### config.mk
export PLATFORM = sky130hd
export DESIGN_NAME = dram_refresh_sched
export DESIGN_NICKNAME = d
export VERILOG_FILES = /design/src/rtl/dram_refresh_sched.sv
export SDC_FILE = /design/constraint.sdc
export NUM_CORES = 1
export LEC_CHECK = 0
export ABC_AREA = 1
export BUFFER_PORTS_ARGS = -buffer_cell sky130_fd_sc_hd__clkbuf_2
export CAP_MARGIN = 10
export CORE_UTILIZATION = 56
export CTS_CLUSTER_DIAMETER = 200
export DETAILED_ROUTE_END_ITERATION = 12
export HOLD_SLACK_MARGIN = 0.06
export PLACE_DENSITY = 0.74
export SETUP_SLACK_MARGIN = 0.4
export SLEW_MARGIN = 25
export SYNTH_ARGS = -nofsm -noshare
export SYNTH_HDL_FRONTEND = slang
export SYNTH_SLANG_ARGS = --single-unit
export TNS_END_PERCENT = 50
### constraint.sdc
create_clock -name clk -period 2.6 [get_ports clk]
set_clock_uncertainty 0.1 [all_clocks]
set_input_delay 0.26 -clock clk [delete_from_list [all_inputs] [get_ports clk]]
set_output_delay 0.26 -clock clk [all_outputs]
set_load 0.1 [all_outputs]
### src/rtl/dram_refresh_sched.sv
module dram_refresh_sched #(
  parameter int unsigned PAUSE_CYC    = 10000,
  parameter int unsigned REF_INTERVAL = 780,
  parameter int unsigned LATE_LIMIT   = 1560,
  parameter int unsigned WAKE_CNT     = 8,
  parameter int unsigned ROW_W        = 8,
  parameter int unsigned T_RAS        = 3,
  parameter int unsigned T_RP         = 2,
  parameter int unsigned T_RPC        = 1,
  parameter int unsigned T_CSR        = 1,
  parameter int unsigned T_CHR        = 1
) (
  input  logic             clk,
  input  logic             rst_n,
  input  logic             cbr_mode,
  input  logic             bus_gnt,
  output logic             bus_req,
  output logic             ready,
  output logic             late,
  output logic             ras_n,
  output logic             casl_n,
  output logic             cash_n,
  output logic             we_n,
  output logic [ROW_W-1:0] addr
);

  localparam int unsigned T_PRE = (T_RP > T_RPC) ? T_RP : T_RPC;
  localparam int unsigned CW = $clog2(PAUSE_CYC + T_RAS + T_PRE + T_CSR + T_CHR + 1);
  localparam int unsigned TW = $clog2(REF_INTERVAL + 1);
  localparam int unsigned LW = $clog2(LATE_LIMIT + 1);
  localparam int unsigned WW = $clog2(WAKE_CNT + 1);

  typedef enum logic [2:0] {
    S_PAUSE, S_IDLE, S_REQ, S_SETUP, S_HOLD, S_RAS, S_PRE
  } st_t;

  st_t             st;
  logic [CW-1:0]   cnt;
  logic [TW-1:0]   tmr;
  logic [LW-1:0]   wait_cnt;
  logic [WW-1:0]   wake_left;
  logic [ROW_W-1:0] row;
  logic            pending, mode_q;

  logic own, tick, waiting, cycle_done, strobe_cas;

  assign own        = (st == S_SETUP) || (st == S_HOLD) || (st == S_RAS) || (st == S_PRE);
  assign tick       = (st != S_PAUSE) && (tmr == TW'(REF_INTERVAL - 1));
  assign waiting    = pending && !late && ((st == S_IDLE) || (st == S_REQ));
  assign cycle_done = (st == S_PRE) && (cnt == '0);
  assign strobe_cas = mode_q && ((st == S_SETUP) || (st == S_HOLD));

  assign bus_req = (st == S_REQ) || own;
  assign ready   = (wake_left == '0);
  assign ras_n   = !((st == S_HOLD) || (st == S_RAS));
  assign casl_n  = !strobe_cas;
  assign cash_n  = !strobe_cas;
  assign we_n    = 1'b1;
  assign addr    = (own && !mode_q) ? row : '0;

  always_ff @(posedge clk or negedge rst_n) begin
    if (!rst_n) begin
      st        <= S_PAUSE;
      cnt       <= CW'(PAUSE_CYC - 1);
      tmr       <= '0;
      wait_cnt  <= '0;
      wake_left <= WW'(WAKE_CNT);
      row       <= '0;
      pending   <= 1'b0;
      mode_q    <= 1'b0;
      late      <= 1'b0;
    end else begin
      if (st != S_PAUSE) tmr <= tick ? '0 : tmr + 1'b1;

      if (cycle_done) begin
        pending  <= 1'b0;
        wait_cnt <= '0;
        if (!mode_q) row <= row + 1'b1;
        if (wake_left != '0) wake_left <= wake_left - 1'b1;
        if (wake_left == WW'(1)) late <= 1'b0;
      end else if (waiting) begin
        if (wait_cnt == LW'(LATE_LIMIT - 1)) begin
          late      <= 1'b1;
          wake_left <= WW'(WAKE_CNT);
        end else begin
          wait_cnt <= wait_cnt + 1'b1;
        end
      end
      if (tick) pending <= 1'b1;

      case (st)
        S_PAUSE: if (cnt == '0) st <= S_IDLE; else cnt <= cnt - 1'b1;
        S_IDLE:  if (pending || wake_left != '0) st <= S_REQ;
        S_REQ:   if (bus_gnt) begin
                   mode_q <= cbr_mode;
                   cnt    <= cbr_mode ? CW'(T_CSR - 1) : '0;
                   st     <= S_SETUP;
                 end
        S_SETUP: if (cnt != '0) cnt <= cnt - 1'b1;
                 else if (mode_q) begin
                   st  <= S_HOLD;
                   cnt <= CW'(T_CHR - 1);
                 end else begin
                   st  <= S_RAS;
                   cnt <= CW'(T_RAS - 1);
                 end
        S_HOLD:  if (cnt != '0) cnt <= cnt - 1'b1;
                 else begin
                   st  <= S_RAS;
                   cnt <= CW'(T_RAS - T_CHR - 1);
                 end
        S_RAS:   if (cnt != '0) cnt <= cnt - 1'b1;
                 else begin
                   st  <= S_PRE;
                   cnt <= CW'(T_PRE - 1);
                 end
        S_PRE:   if (cnt != '0) cnt <= cnt - 1'b1;
                 else if (wake_left > WW'(1)) begin
                   mode_q <= cbr_mode;
                   cnt    <= cbr_mode ? CW'(T_CSR - 1) : '0;
                   st     <= S_SETUP;
                 end else begin
                   st <= S_IDLE;
                 end
        default: st <= S_IDLE;
      endcase
    end
  end

endmodule

==> impl_metrics.ini <==
[status]
status = completed

[placed_design]
place_area_um2 = 3380
gp_congestion = 0.845
hpwl_um = 4650
pre_cts_ws_ns = 0.301
io_buffers = 17

[setup_path]
required_ns = 2.24
crit_path_cell_trace = inv_1 > nand2_2 > nand2_2 > o21ai_4 > buf_12 > nor2_4 > buf_4
cpPeakStageDelay_ns = 0.48
cp-end-kind = output port
arrival_ns = 1.79
worst-setup-path-type = flop to output port
worstRegToRegCells = 11
start_kind = flop
regToRegEndpoint = cnt[12]$_DFFE_PN0P_
crit_top_cell = nand2_2
rrSetupSlack_ns = 0.54
r2r_start = cnt[0]$_DFFE_PN1P_
cp_slowest_cell = dfrtp_2
critPathMaxFanout = 8

[synthesis]
ys_ff_latch = 53
postSynthCellCount = 413
async_flop_share_pct = 100
synth-seq-area-share_pct = 42.3
synth_top_area_share_pct = 34.9
yosys_warnings = 0
synthTopCellsByArea = dfrtp_1 (35%), nand2_1 (11%), dfstp_2 (7.5%)
synth_top_area_cell = dfrtp_1
ys.flop_type = dfrtp_1
synth_enable_flop_cells = 0
yosysUniqueCellTypes = 36
avgSynthCellArea_um2 = 7.65
syn-num-nets = 424
syn_area_um2 = 3160

[route]
vias = 2707
drt-initial-drc-count = 163
ant_nets = 0
avgViaCountPerCell = 5.27
drtPass1Iterations = 4
avgRoutedWirePerCell_um = 12.7
wl_um = 6550
drc = 0

[cells_and_area]
antenna_cells = 0
drive_above_1_share_pct = 18.9
fin_util_pct = 68.9
area_growth_pct = 15.0
mostFrequentLayoutCell = nand2_1
fin_area_um2 = 3630
layout_common_cells = nand2_1 (87), nor2_1 (51), inv_1 (46)
nets = 454

[timing]
fmaxAchievable_mhz = 465
slew_headroom_pct = 58.2
final_max_slew_viol_count = 0
period_minus_slack_ns = 2.15
rsz0062_at_grt = yes
finalHoldWorstSlack_ns = 0.114
finalSetupViolCount = 0
worst_slew_pin_slew_ns = 0.627
fin_crit_sh_pct = 82.6
hold_violations = 0
worst_slack_ns = 0.451

[power]
power_w = 0.00130
p_leak_nw = 1.78
ir_drop_uv = 301
pwr_density_cell_nw_per_um2 = 359

[clock_network]
cts_sinks = 53
cts_root_buffer = clkbuf_8
cts_tree = built
clk_pin_slew_ns = 0.10
insertion_delay_ns = 0.31
clockBufferDepth = 2
cts_buffers = 5
ctsHtreeMaxLevel = 2

[floorplan]
core_um2 = 5270
die_height_um = 77.1
design.portCount = 19
start_util_pct = 59.9
rows = 26
die_w_um = 77.1
fp.dieArea_um2 = 5950

[grt]
grt_overflow = 0
grt_usage_pct = 24.0
grt_start_max_net_pins = 31
grt_pass1_vias = 2589
grt_pass1_wl_um = 11500
antenna_found_initial = 0

[flow_run]
drv_cap = 0

[min_path]
worstHoldStart = cbr_mode
hp-class = input port to flop
hold_end = mode_q$_DFFE_PN0P_
min_path_cells = 3
where the power goes:
group,internal [W],switching [W]
Sequential,0.000824,0
Clock,0.000192,0.000259
Combinational,0.00000556,0.0000237
per-layer routing:
| layer | vias to the layer above | GRT usage, % | part of all wire (%) |
|---|---|---|---|
| met3 | 10 | 4.76 | 3.5 |
| met2 | 48 | 38.9 | 46 |
| met5 | - | 0 | 0 |
| met1 | 1256 | 32.3 | 50 |
| li1 | 1393 | - | - |
| met4 | 0 | 7.74 | 1.2 |
kinds of logic after synthesis:
logic type / Yosys count / synth area share, %
AO/OA/AOI/OAI: 50 / 8.56
XOR/XNOR: 17 / 4.71
adder cells (fa/ha/maj): 7 / 2.77
buffers and inverters: 58 / 7.88
flip-flops: 53 / 42.3
other: 1 / 0.119
AND/OR/NAND/NOR: 227 / 33.6
repair_timing:
action / in CTS / in global routing
endpoints found under the hold margin: 19 / 0
pin swaps: 2 / 5
gates resized for setup: 15 / 9
cloned: 0 / 1
buffers inserted: 1 / 7
endpoints found under the setup margin: 13 / 27
hold buffers: 1 / 0
metrics by stage:
step,instances,TNS [ns]
after floorplan,413,-0.414
after global placement,496,0
after detailed placement,496,0
after CTS,506,0
after global routing,514,0
final,514,0
flip-flops by register name, summed over array words and instances (netlist names):
register   cells
cnt           14
wait_cnt      11
tmr           10
row            8
wake_left      4
st             3
late           1
mode_q         1
pending        1
critical path: cells and delay by family (launching register included):
kind | cells | cell delay (ns)
buffers and inverters | 3 | 0.57
flip-flops | 1 | 0.48
AO/OA/AOI/OAI | 1 | 0.08
AND/OR/NAND/NOR | 3 | 0.33
cells in the mapped netlist, drive strengths merged, types with 2 or more instances:
cell	count
or2	3
nor2	67
dfrtp	44
nor3	9
xor2	15
xnor2	2
nor4	3
o21ai	22
dfstp	9
nand4	8
o31ai	3
a21oi	21
nand3	45
ha	7
buf	6
inv	51
nand2	92
cell type report:
cell class | count | area [µm²]
clock buffers | 8 | 80.1
fillers | 444 | 1640
inverters | 51 | 191
multi-input cells | 303 | 1670
flip-flops and latches | 53 | 1340
well taps | 70 | 87.6
repair buffers | 29 | 263
how the worst max path moves through the flow:
stage | from | to | slack (ns) | cells after the start
after CTS | cnt[0]$_DFFE_PN1P_ | cnt[12]$_DFFE_PN0P_ | 0.38 | 11
after global routing | wake_left[0]$_DFFE_PN0P_ | cnt[11]$_DFFE_PN0P_ | 0.36 | 9
final | st[1]$_DFFE_PN0P_ | addr[6] | 0.45 | 7
after global placement | st[1]$_DFFE_PN0P_ | addr[0] | 0.36 | 6
after detailed placement | st[1]$_DFFE_PN0P_ | addr[0] | 0.30 | 6
after floorplan | st[1]$_DFFE_PN0P_ | casl_n | -0.37 | 4
No activity file was read; power rests on OpenSTA's default activity.
